`config.mk`:
```
export PLATFORM = sky130hd
export DESIGN_NAME = flash_cmd_decoder
export DESIGN_NICKNAME = d
export VERILOG_FILES = /design/src/rtl/fcd_pkg.sv /design/src/rtl/fcd_gap_timer.sv /design/src/rtl/fcd_seq_fsm.sv /design/src/rtl/flash_cmd_decoder.sv
export SDC_FILE = /design/constraint.sdc
export NUM_CORES = 1
export LEC_CHECK = 0
export BUFFER_PORTS_ARGS = -buffer_cell sky130_fd_sc_hd__buf_2
export CAP_MARGIN = 20
export CORE_UTILIZATION = 50
export DETAILED_ROUTE_END_ITERATION = 8
export PLACE_DENSITY = 0.77
export SLEW_MARGIN = 20
export SYNTH_ARGS = -nofsm -noshare
export SYNTH_HDL_FRONTEND = slang
export SYNTH_HIERARCHICAL = 1
export SYNTH_SLANG_ARGS = --single-unit
```
`constraint.sdc`:
```
create_clock -name clk -period 6.4 [get_ports clk]
set_input_delay 0.64 -clock clk [delete_from_list [all_inputs] [get_ports clk]]
set_output_delay 0.64 -clock clk [all_outputs]
set_load 0.01 [all_outputs]
```
`src/rtl/fcd_pkg.sv`:
```
package fcd_pkg;

    localparam int MATCH_W = 12;

    localparam logic [MATCH_W-1:0] ADR_FIRST  = 12'h555;
    localparam logic [MATCH_W-1:0] ADR_SECOND = 12'hAAA;

    localparam logic [7:0] KEY_FIRST   = 8'hAA;
    localparam logic [7:0] KEY_SECOND  = 8'h55;
    localparam logic [7:0] CMD_RESET   = 8'hF0;
    localparam logic [7:0] CMD_PROGRAM = 8'hA0;
    localparam logic [7:0] CMD_BYPASS  = 8'h20;
    localparam logic [7:0] CMD_ERASE   = 8'h80;
    localparam logic [7:0] CMD_CHIP    = 8'h10;
    localparam logic [7:0] CMD_SECTOR  = 8'h30;
    localparam logic [7:0] CMD_SUSPEND = 8'hB0;
    localparam logic [7:0] CMD_RESUME  = 8'h30;
    localparam logic [7:0] CMD_BYP_X1  = 8'h90;
    localparam logic [7:0] CMD_BYP_X2  = 8'h00;

    typedef enum logic [3:0] {
        ST_READ, ST_UNL1, ST_UNL2, ST_PGM_DATA,
        ST_ERS_A, ST_ERS_B, ST_ERS_CMD,
        ST_BYP_IDLE, ST_BYP_PGM, ST_BYP_EXIT,
        ST_BUSY_PGM, ST_BUSY_CHIP, ST_BUSY_SECT, ST_SUSP
    } fcd_state_e;

    typedef struct packed {
        logic prog;
        logic chip;
        logic sect;
        logic susp;
        logic resm;
    } fcd_go_t;

    function automatic logic key_hit(input logic [MATCH_W-1:0] lo_addr,
                                     input logic [7:0] data,
                                     input logic [MATCH_W-1:0] want_addr,
                                     input logic [7:0] want_data);
        return (lo_addr == want_addr) && (data == want_data);
    endfunction

    function automatic logic in_sequence(input fcd_state_e s);
        return s inside {ST_UNL1, ST_UNL2, ST_PGM_DATA, ST_ERS_A, ST_ERS_B,
                         ST_ERS_CMD, ST_BYP_PGM, ST_BYP_EXIT};
    endfunction

    function automatic logic is_busy(input fcd_state_e s);
        return s inside {ST_BUSY_PGM, ST_BUSY_CHIP, ST_BUSY_SECT};
    endfunction

endpackage

```
`src/rtl/fcd_gap_timer.sv`:
```
module fcd_gap_timer #(
    parameter int LIMIT = 80
) (
    input  logic clk,
    input  logic rst,
    input  logic run,
    input  logic restart,
    input  logic tick,
    output logic expire
);
    localparam int CW = $clog2(LIMIT + 2);
    localparam logic [CW-1:0] LIM = CW'(LIMIT);

    logic [CW-1:0] cnt;

    always_ff @(posedge clk) begin
        if (rst || !run || restart)
            cnt <= '0;
        else if (tick && cnt != LIM)
            cnt <= cnt + 1'b1;
    end

    assign expire = run && !restart && tick && (cnt == LIM);
endmodule

```
`src/rtl/fcd_seq_fsm.sv`:
```
module fcd_seq_fsm
    import fcd_pkg::*;
#(
    parameter int ADDR_W = 16
) (
    input  logic              clk,
    input  logic              rst,
    input  logic              wr_acc,
    input  logic [ADDR_W-1:0] wr_addr,
    input  logic [7:0]        wr_data,
    input  logic              op_done,
    input  logic              expire,
    output fcd_state_e        state,
    output fcd_go_t           go,
    output logic [ADDR_W-1:0] op_addr,
    output logic [7:0]        op_data,
    output logic              byp
);
    fcd_state_e        nxt;
    fcd_go_t           go_n;
    logic              cap_a, cap_d, byp_n;
    logic [MATCH_W-1:0] lo;
    logic              u1, u2, at_first;

    assign lo       = wr_addr[MATCH_W-1:0];
    assign u1       = key_hit(lo, wr_data, ADR_FIRST, KEY_FIRST);
    assign u2       = key_hit(lo, wr_data, ADR_SECOND, KEY_SECOND);
    assign at_first = (lo == ADR_FIRST);

    always_comb begin
        nxt   = state;
        go_n  = '0;
        cap_a = 1'b0;
        cap_d = 1'b0;
        if (op_done && is_busy(state)) begin
            nxt = (state == ST_BUSY_PGM && byp) ? ST_BYP_IDLE : ST_READ;
        end else if (wr_acc) begin
            unique case (state)
                ST_READ:     if (u1) nxt = ST_UNL1;
                ST_UNL1:     nxt = u2 ? ST_UNL2 : ST_READ;
                ST_UNL2: begin
                    nxt = ST_READ;
                    if (at_first) begin
                        if (wr_data == CMD_PROGRAM)     nxt = ST_PGM_DATA;
                        else if (wr_data == CMD_BYPASS) nxt = ST_BYP_IDLE;
                        else if (wr_data == CMD_ERASE)  nxt = ST_ERS_A;
                    end
                end
                ST_PGM_DATA, ST_BYP_PGM: begin
                    nxt     = ST_BUSY_PGM;
                    go_n.prog = 1'b1;
                    cap_a   = 1'b1;
                    cap_d   = 1'b1;
                end
                ST_ERS_A:    nxt = u1 ? ST_ERS_B : ST_READ;
                ST_ERS_B:    nxt = u2 ? ST_ERS_CMD : ST_READ;
                ST_ERS_CMD: begin
                    nxt = ST_READ;
                    if (wr_data == CMD_CHIP && at_first) begin
                        nxt       = ST_BUSY_CHIP;
                        go_n.chip = 1'b1;
                    end else if (wr_data == CMD_SECTOR) begin
                        nxt       = ST_BUSY_SECT;
                        go_n.sect = 1'b1;
                        cap_a     = 1'b1;
                    end
                end
                ST_BYP_IDLE: begin
                    if (wr_data == CMD_PROGRAM)      nxt = ST_BYP_PGM;
                    else if (wr_data == CMD_BYP_X1)  nxt = ST_BYP_EXIT;
                    else                             nxt = ST_READ;
                end
                ST_BYP_EXIT: nxt = ST_READ;
                ST_BUSY_SECT: begin
                    if (wr_data == CMD_SUSPEND) begin
                        nxt       = ST_SUSP;
                        go_n.susp = 1'b1;
                    end
                end
                ST_SUSP: begin
                    if (wr_data == CMD_RESUME) begin
                        nxt       = ST_BUSY_SECT;
                        go_n.resm = 1'b1;
                    end
                end
                default: ;
            endcase
        end else if (expire) begin
            nxt = ST_READ;
        end
        if (nxt == ST_BYP_IDLE)  byp_n = 1'b1;
        else if (nxt == ST_READ) byp_n = 1'b0;
        else                     byp_n = byp;
    end

    always_ff @(posedge clk) begin
        if (rst) begin
            state   <= ST_READ;
            go      <= '0;
            op_addr <= '0;
            op_data <= '0;
            byp     <= 1'b0;
        end else begin
            state <= nxt;
            go    <= go_n;
            byp   <= byp_n;
            if (cap_a) op_addr <= wr_addr;
            if (cap_d) op_data <= wr_data;
        end
    end
endmodule

```
`src/rtl/flash_cmd_decoder.sv`:
```
module flash_cmd_decoder
    import fcd_pkg::*;
#(
    parameter int ADDR_W     = 16,
    parameter int TIMEOUT_US = 80
) (
    input  logic              clk,
    input  logic              rst,
    input  logic              wr_en,
    input  logic [ADDR_W-1:0] wr_addr,
    input  logic [7:0]        wr_data,
    input  logic              arr_sel,
    input  logic              us_tick,
    input  logic              op_done,
    output logic              prog_go,
    output logic              chip_erase_go,
    output logic              sect_erase_go,
    output logic              suspend_go,
    output logic              resume_go,
    output logic [ADDR_W-1:0] op_addr,
    output logic [7:0]        op_data,
    output logic              read_mode,
    output logic              bypass_on
);
    fcd_state_e state;
    fcd_go_t    go;
    logic       wr_acc, expire;

    assign wr_acc = wr_en && arr_sel;

    fcd_gap_timer #(.LIMIT(TIMEOUT_US)) u_timer (
        .clk     (clk),
        .rst     (rst),
        .run     (in_sequence(state)),
        .restart (wr_acc),
        .tick    (us_tick),
        .expire  (expire)
    );

    fcd_seq_fsm #(.ADDR_W(ADDR_W)) u_fsm (
        .clk     (clk),
        .rst     (rst),
        .wr_acc  (wr_acc),
        .wr_addr (wr_addr),
        .wr_data (wr_data),
        .op_done (op_done),
        .expire  (expire),
        .state   (state),
        .go      (go),
        .op_addr (op_addr),
        .op_data (op_data),
        .byp     (bypass_on)
    );

    assign prog_go       = go.prog;
    assign chip_erase_go = go.chip;
    assign sect_erase_go = go.sect;
    assign suspend_go    = go.susp;
    assign resume_go     = go.resm;
    assign read_mode     = (state == ST_READ) || (state == ST_SUSP);
endmodule

```
==> results.json, run 1 <==
{
  "rrSetupSlack_ns": 3.48,
  "cts_tree": "yes",
  "max_stage_delay_ns": 0.80,
  "port_buffers": 60,
  "final_max_slew_viol_count": 0,
  "core_area_um2": 4144,
  "routed_via_density": 5.749,
  "synth_cell_type_count": 57,
  "path_cells": "nor4_1, a221oi_1, nand3b_1, nor4_1, nor2_1, a222oi_1, a211oi_2, o41ai_2, a21oi_1",
  "crit_path_frequent_cell": "nor4_1",
  "yosysTopAreaCellShare_pct": 36.77,
  "synthFlopType": "dfxtp_1",
  "skew_ns": 0.006781,
  "finalSetupViolCount": 0,
  "clock.fmax_mhz": 342.3,
  "area_growth_pct": 15.98,
  "grt_pass1_vias": 1650,
  "synth-seq-cells": 41,
  "gp_congestion": 0.8545,
  "timing_hold_violations_final": 0,
  "synth-edff-count": 0,
  "status": "completed",
  "path_delay_family": "compound AO/OA/AOI/OAI gates",
  "worst_slack_ns": 3.479,
  "insertion_delay_ns": 0.30,
  "dp_hpwl_um": 3510,
  "die_h_um": 68.82,
  "synth_common_cells": "dfxtp_1 (41), nor2_1 (34), mux2i_1 (26)",
  "max-clock-path-buffers": 2,
  "finalCriticalPeriod_ns": 2.921,
  "fin_cells": 347,
  "yosysMostFrequentCell": "dfxtp_1",
  "routed_wl_um": 4960,
  "die_w_um": 68.82,
  "path_buf_inv": 0,
  "critPathArrivalTime_ns": 3.08,
  "worst_pin_slew_ns": 0.8207,
  "ios": 61,
  "fin_area_um2": 2589,
  "syn_area_um2": 2232,
  "row_count": 23,
  "root_buffer": "clkbuf_8",
  "grt.overflow.total": 0,
  "min-delay-path-class": "reg -> reg",
  "powerDensity_nw_per_um2": 201.9,
  "synthTopCellsByArea": "dfxtp_1 (37%), mux2i_1 (12%), nor2_1 (5.7%)",
  "critPathKind": "reg -> reg",
  "antenna_found_initial": 0,
  "cp-end-kind": "flip-flop",
  "vias": 1995,
  "cp_max_fo": 22,
  "layout-drive-gt1-share_pct": 27.95,
  "finalSetupTns_ns": 0,
  "syn_avg_cell_area_um2": 9.186,
  "grt_use_total_pct": 20.96,
  "syn-num-nets": 275,
  "clock_sinks": 41,
  "diodes": 0,
  "fin_crit_sh_pct": 45.64,
  "ant_nets": 0,
  "rsz0062_at_grt": "no",
  "required_ns": 6.56,
  "cts_inserted_buffers": 5,
  "ctsHoldBuffers": 0,
  "slowest_stage": "dfxtp_1",
  "initial_core_util_pct": 53.86,
  "yosysWarnings": 6,
  "grt_pass1_wl_um": 7362,
  "cts_resized": 0,
  "vdd_drop_max_mv": 0.1264,
  "wl_per_cell_um": 14.29,
  "startpoint_type": "flip-flop",
  "die-area_um2": 4736,
  "grt_max_degree": 34,
  "fin_nets": 329,
  "dpl-instance-area_um2": 2474,
  "htreeDepth": 2,
  "p_leak_nw": 1.171,
  "clkSlewWorstSetupHoldPaths_ns": 0.07,
  "first_pass_iters": 6,
  "drt_iter0_markers": 132,
  "synthArstFlopShare_pct": 0,
  "drv_cap": 0,
  "seq_area_frac_synth_pct": 36.77,
  "drcViolationCount": 0,
  "yosysTopAreaCell": "dfxtp_1",
  "pre_cts_slack_ns": 3.503,
  "cts_setup_buffers": 0,
  "placedCellCount": 340,
  "slew_headroom_pct": 45.11,
  "postSynthCellCount": 243
}
==> worst register-to-register path: stages (launching register included) <==
cell,delay (ns)
dfxtp_1,0.80
nor4_1,0.09
a221oi_1,0.34
nand3b_1,0.11
nor4_1,0.41
nor2_1,0.11
a222oi_1,0.29
a211oi_2,0.17
o41ai_2,0.35
a21oi_1,0.09
==> sequential cells by signal (all words and copies together), names as in the netlist <==
register and cells:
u_timer/cnt 7, u_fsm/op_addr 16, u_fsm/go 5, u_fsm/op_data 8, u_fsm/byp 1, u_fsm/state 4
==> routing by layer <==
layer / global-route usage, % / share of wire [%] / vias up
li1: - / - / 985
met1: 28.59 / 46 / 914
met2: 32.48 / 46 / 89
met3: 5.757 / 6.9 / 7
met4: 5.612 / 0.89 / 0
met5: 0 / 0 / -
==> kinds of logic after synthesis <==
logic type                 count (synthesis)  synth area share [%]
xor gates and xnor gates                   4                 1.570
buffers and inverters                     23                 7.118
adders and majority gates                  2                 1.121
DFF                                       41                 36.77
muxes                                     26                 11.66
and+or+nand+nor                          108                 28.19
AOI/OAI and AO/OA                         39                 13.56
==> path summary, 6_finish.rpt <==
path | cells past startpoint | end | startpoint
min | 2 | u_fsm/byp$_SDFFE_PP0P_ | u_fsm/byp$_SDFFE_PP0P_
min reg2reg | 2 | u_fsm/byp$_SDFFE_PP0P_ | u_fsm/byp$_SDFFE_PP0P_
max reg2reg | 9 | u_fsm/byp$_SDFFE_PP0P_ | u_fsm/state[1]$_SDFF_PP0_
max | 9 | u_fsm/byp$_SDFFE_PP0P_ | u_fsm/state[1]$_SDFF_PP0_
==> area by class of cell <==
cell class	count	area (um^2)
clock buffer	5	68.82
clock inverter	2	35.03
fill	383	1555
inverter	10	37.54
multi-input combinational	179	1264
sequential	41	820.8
tap	50	62.56
timing repair buffer	60	300.3
==> through the flow <==
step	utilization, %	hold WS [ns]	total power [W]
6_report	62.47	0.4810	0.0005226
5_1_grt	62.47	0.5070	0.0005457
4_1_cts	62.20	0.4826	0.0005260
3_5_place_dp	59.69	0.4656	0.0003279
3_3_place_gp	59.69	0.4633	0.0003274
2_1_floorplan	-	0.4576	0.0003093
==> cells in the final DEF, fill, tap and decap left out, drive strengths merged, types with 2 or more instances in the layout <==
cell type,instances
a211oi,4
a21o,2
a21oi,11
and3,2
buf,60
clkbuf,5
dfxtp,41
ha,2
inv,10
mux2i,26
nand2,18
nand2b,3
nand3,4
nand4,6
nand4b,6
nor2,35
nor2b,6
nor3,6
nor3b,3
nor4,4
nor4bb,3
o21ai,6
o31ai,3
o41ai,3
or3,4
xnor2,2
xor2,2
==> report_power, final <==
part           total [W]  internal [W]  leakage, nW  switching (W)
clock           0.000199      0.000113       0.0540      0.0000860
combinational  0.0000583     0.0000255        0.786      0.0000327
sequential      0.000265      0.000259        0.331     0.00000633
total           0.000523      0.000397         1.17       0.000125
(Power assumes the default switching activity.)
==> run 2: changes to the inputs <==
clock period = 3 ns   (was 6.4 ns; I/O delays follow)
==> run 2 against run 1 <==
Against the previous run:
- design area grew 2.2%
- count of clock-buffer cells in the layout grew 1
- critical path depth stayed put
- utilization grew 1.4 points
- global-route usage increased by 2.4 points
- flip-flop and latch count is the same
- clock power increased by 130%
- clock skew barely moved
- routed wire length grew 2.4%
- non-clock buffer count rose by 7
- die area unchanged
- critical path type unchanged
==> results.json, run 2 (synthesis results as in run 1) <==
{
  "status": "completed",
  "finalSetupTns_ns": 0,
  "die_h_um": 68.82,
  "comb_power_share_pct": 11.6,
  "vdd_drop_max_mv": 0.2892,
  "final_common_cell": "buf_2",
  "topRoutingLayerUsed": "met4",
  "routed_wl_um": 5077,
  "die_w_um": 68.82,
  "p_clk_share_pct": 40.3,
  "required_ns": 3.16,
  "core_area_um2": 4144,
  "max-clock-path-buffers": 2,
  "port_buffers": 60,
  "row_count": 23,
  "fin_crit_sh_pct": 85.96,
  "largest_reg_flops": 16,
  "critical_path.startpoint": "u_fsm/state[1]$_SDFF_PP0_",
  "routed_via_density": 5.687,
  "grt_pass1_wl_um": 8231,
  "cts_inserted_buffers": 5,
  "wl_met2_um": 2266,
  "drcViolationCount": 0,
  "initial_core_util_pct": 53.86,
  "fin_nets": 336,
  "slowest_stage": "dfxtp_1",
  "slew_headroom_pct": 59.79,
  "clock_sinks": 41,
  "first_pass_iters": 4,
  "final_cell_mix": "buf_2 (60), dfxtp_1 (41), nor2_1 (34)",
  "final_core_util_pct": 63.86,
  "skew_ns": 0.007240,
  "finalCriticalPeriod_ns": 2.579,
  "critPathKind": "reg -> reg",
  "insertion_delay_ns": 0.30,
  "ant_nets": 0,
  "cp-end-kind": "flip-flop",
  "final_max_slew_viol_count": 0,
  "top_register": "u_fsm/op_addr",
  "layout-drive-gt1-share_pct": 29.84,
  "root_buffer": "clkbuf_8",
  "path_buf_inv": 0,
  "clkSlewWorstSetupHoldPaths_ns": 0.08,
  "path_cells": "a21o_1, a221oi_1, nand3b_1, nor4_1, nor2_1, a222oi_1, a211oi_2, o41ai_2, a21oi_1",
  "wl_per_cell_um": 14.30,
  "vias": 2019,
  "diodes": 0,
  "max_stage_delay_ns": 0.37,
  "die-area_um2": 4736,
  "wl_met3_um": 304,
  "antenna_found_initial": 0,
  "wl_met1_um": 2403,
  "drv_cap": 0,
  "cts_resized": 0,
  "drt_iter0_markers": 182,
  "p_leak_nw": 1.210,
  "gp_congestion": 0.8999,
  "min-delay-path-class": "in -> reg",
  "rr_startpoint": "u_fsm/state[1]$_SDFF_PP0_",
  "top_regs": "u_fsm/op_addr: 16 flops, u_fsm/op_data: 8 flops, u_timer/cnt: 7 flops",
  "ctsHoldBuffers": 0,
  "finalSetupViolCount": 0,
  "critPathArrivalTime_ns": 2.74,
  "worst_pin_slew_ns": 0.6031,
  "dp_hpwl_um": 3728,
  "grt.overflow.total": 0,
  "p_seq_share_pct": 48.1,
  "switching_share_pct": 24.19,
  "powerDensity_nw_per_um2": 438.7,
  "cts_setup_buffers": 0,
  "clock.fmax_mhz": 387.8,
  "grt_pass1_vias": 1766,
  "p_sw_w": 0.0002809,
  "grt_use_total_pct": 23.32,
  "rsz0062_at_grt": "no",
  "ios": 61,
  "area_growth_pct": 18.55,
  "timing_hold_violations_final": 0,
  "total_power_w": 0.001161,
  "startpoint_type": "flip-flop",
  "intPower_w": 0.0008801,
  "htreeDepth": 2,
  "cts_tree": "yes",
  "grt_max_degree": 34,
  "path_delay_family": "compound AO/OA/AOI/OAI gates",
  "min-delay-start": "wr_addr[13]",
  "cp_max_fo": 8
}
-- run 2: cell types whose count changed in the layout (fill, tap and decap cells not counted) --
cell | before | now
a41oi_4 | 1 | 0
clkinv_2 | 1 | 0
clkbuf_8 | 5 | 6
buf_4 | 0 | 7
clkinvlp_4 | 0 | 1
a41oi_2 | 0 | 1
-- run 2: area by class of cell --
class                      count  area (um^2)
fill                         384         1498
multi-input combinational    179         1252
sequential                    41        820.8
timing repair buffer          67        352.8
clock buffer                   6        82.58
tap                           50        62.56
clock inverter                 2        37.54
inverter                      10        37.54
-- run 2: final timing paths --
check / endpoint / slack, ns / cells after the start
worst min-delay path: u_fsm/op_addr[13]$_SDFFE_PP0P_ / 0.23 / 3
worst min register to register: u_fsm/op_addr[13]$_SDFFE_PP0P_ / 0.49 / 2
worst max-delay path: u_fsm/byp$_SDFFE_PP0P_ / 0.42 / 9
worst max register to register: u_fsm/byp$_SDFFE_PP0P_ / 0.42 / 9
-- run 2: stage by stage --
step | worst slack (ns) | std cells | cell area, um^2 | hold slack [ns]
floorplan | 0.7836 | 243 | 2232 | 0.4439
global placement | 0.6035 | 347 | 2526 | 0.4686
detailed placement | 0.4190 | 347 | 2526 | 0.4822
CTS | 0.4055 | 355 | 2646 | 0.2257
global route | 0.009291 | 355 | 2646 | 0.2449
finish | 0.4212 | 355 | 2646 | 0.2272
-- run 2: power groups by stage --
stage	logic, W	registers [W]	clock network (W)
floorplan	0.0000874	0.000572	0
global placement	0.000133	0.000571	0
detailed placement	0.000134	0.000571	0
CTS	0.000135	0.000558	0.000477
global route	0.000149	0.000560	0.000496
finish	0.000135	0.000558	0.000467
-- run 2: worst min-delay path, delay by kind of cell --
kind,cells,cell delay (ns)
buffers and inverters,1,0.08
AND/OR/NAND/NOR,1,0.07
multiplexers,1,0.05
-- run 2: routing by layer --
metal / up-vias / global-route usage [%]
met1: 923 / 32.36
met4: 0 / 9.949
li1: 1010 / -
met2: 73 / 34.31
met5: - / 0
met3: 13 / 5.428
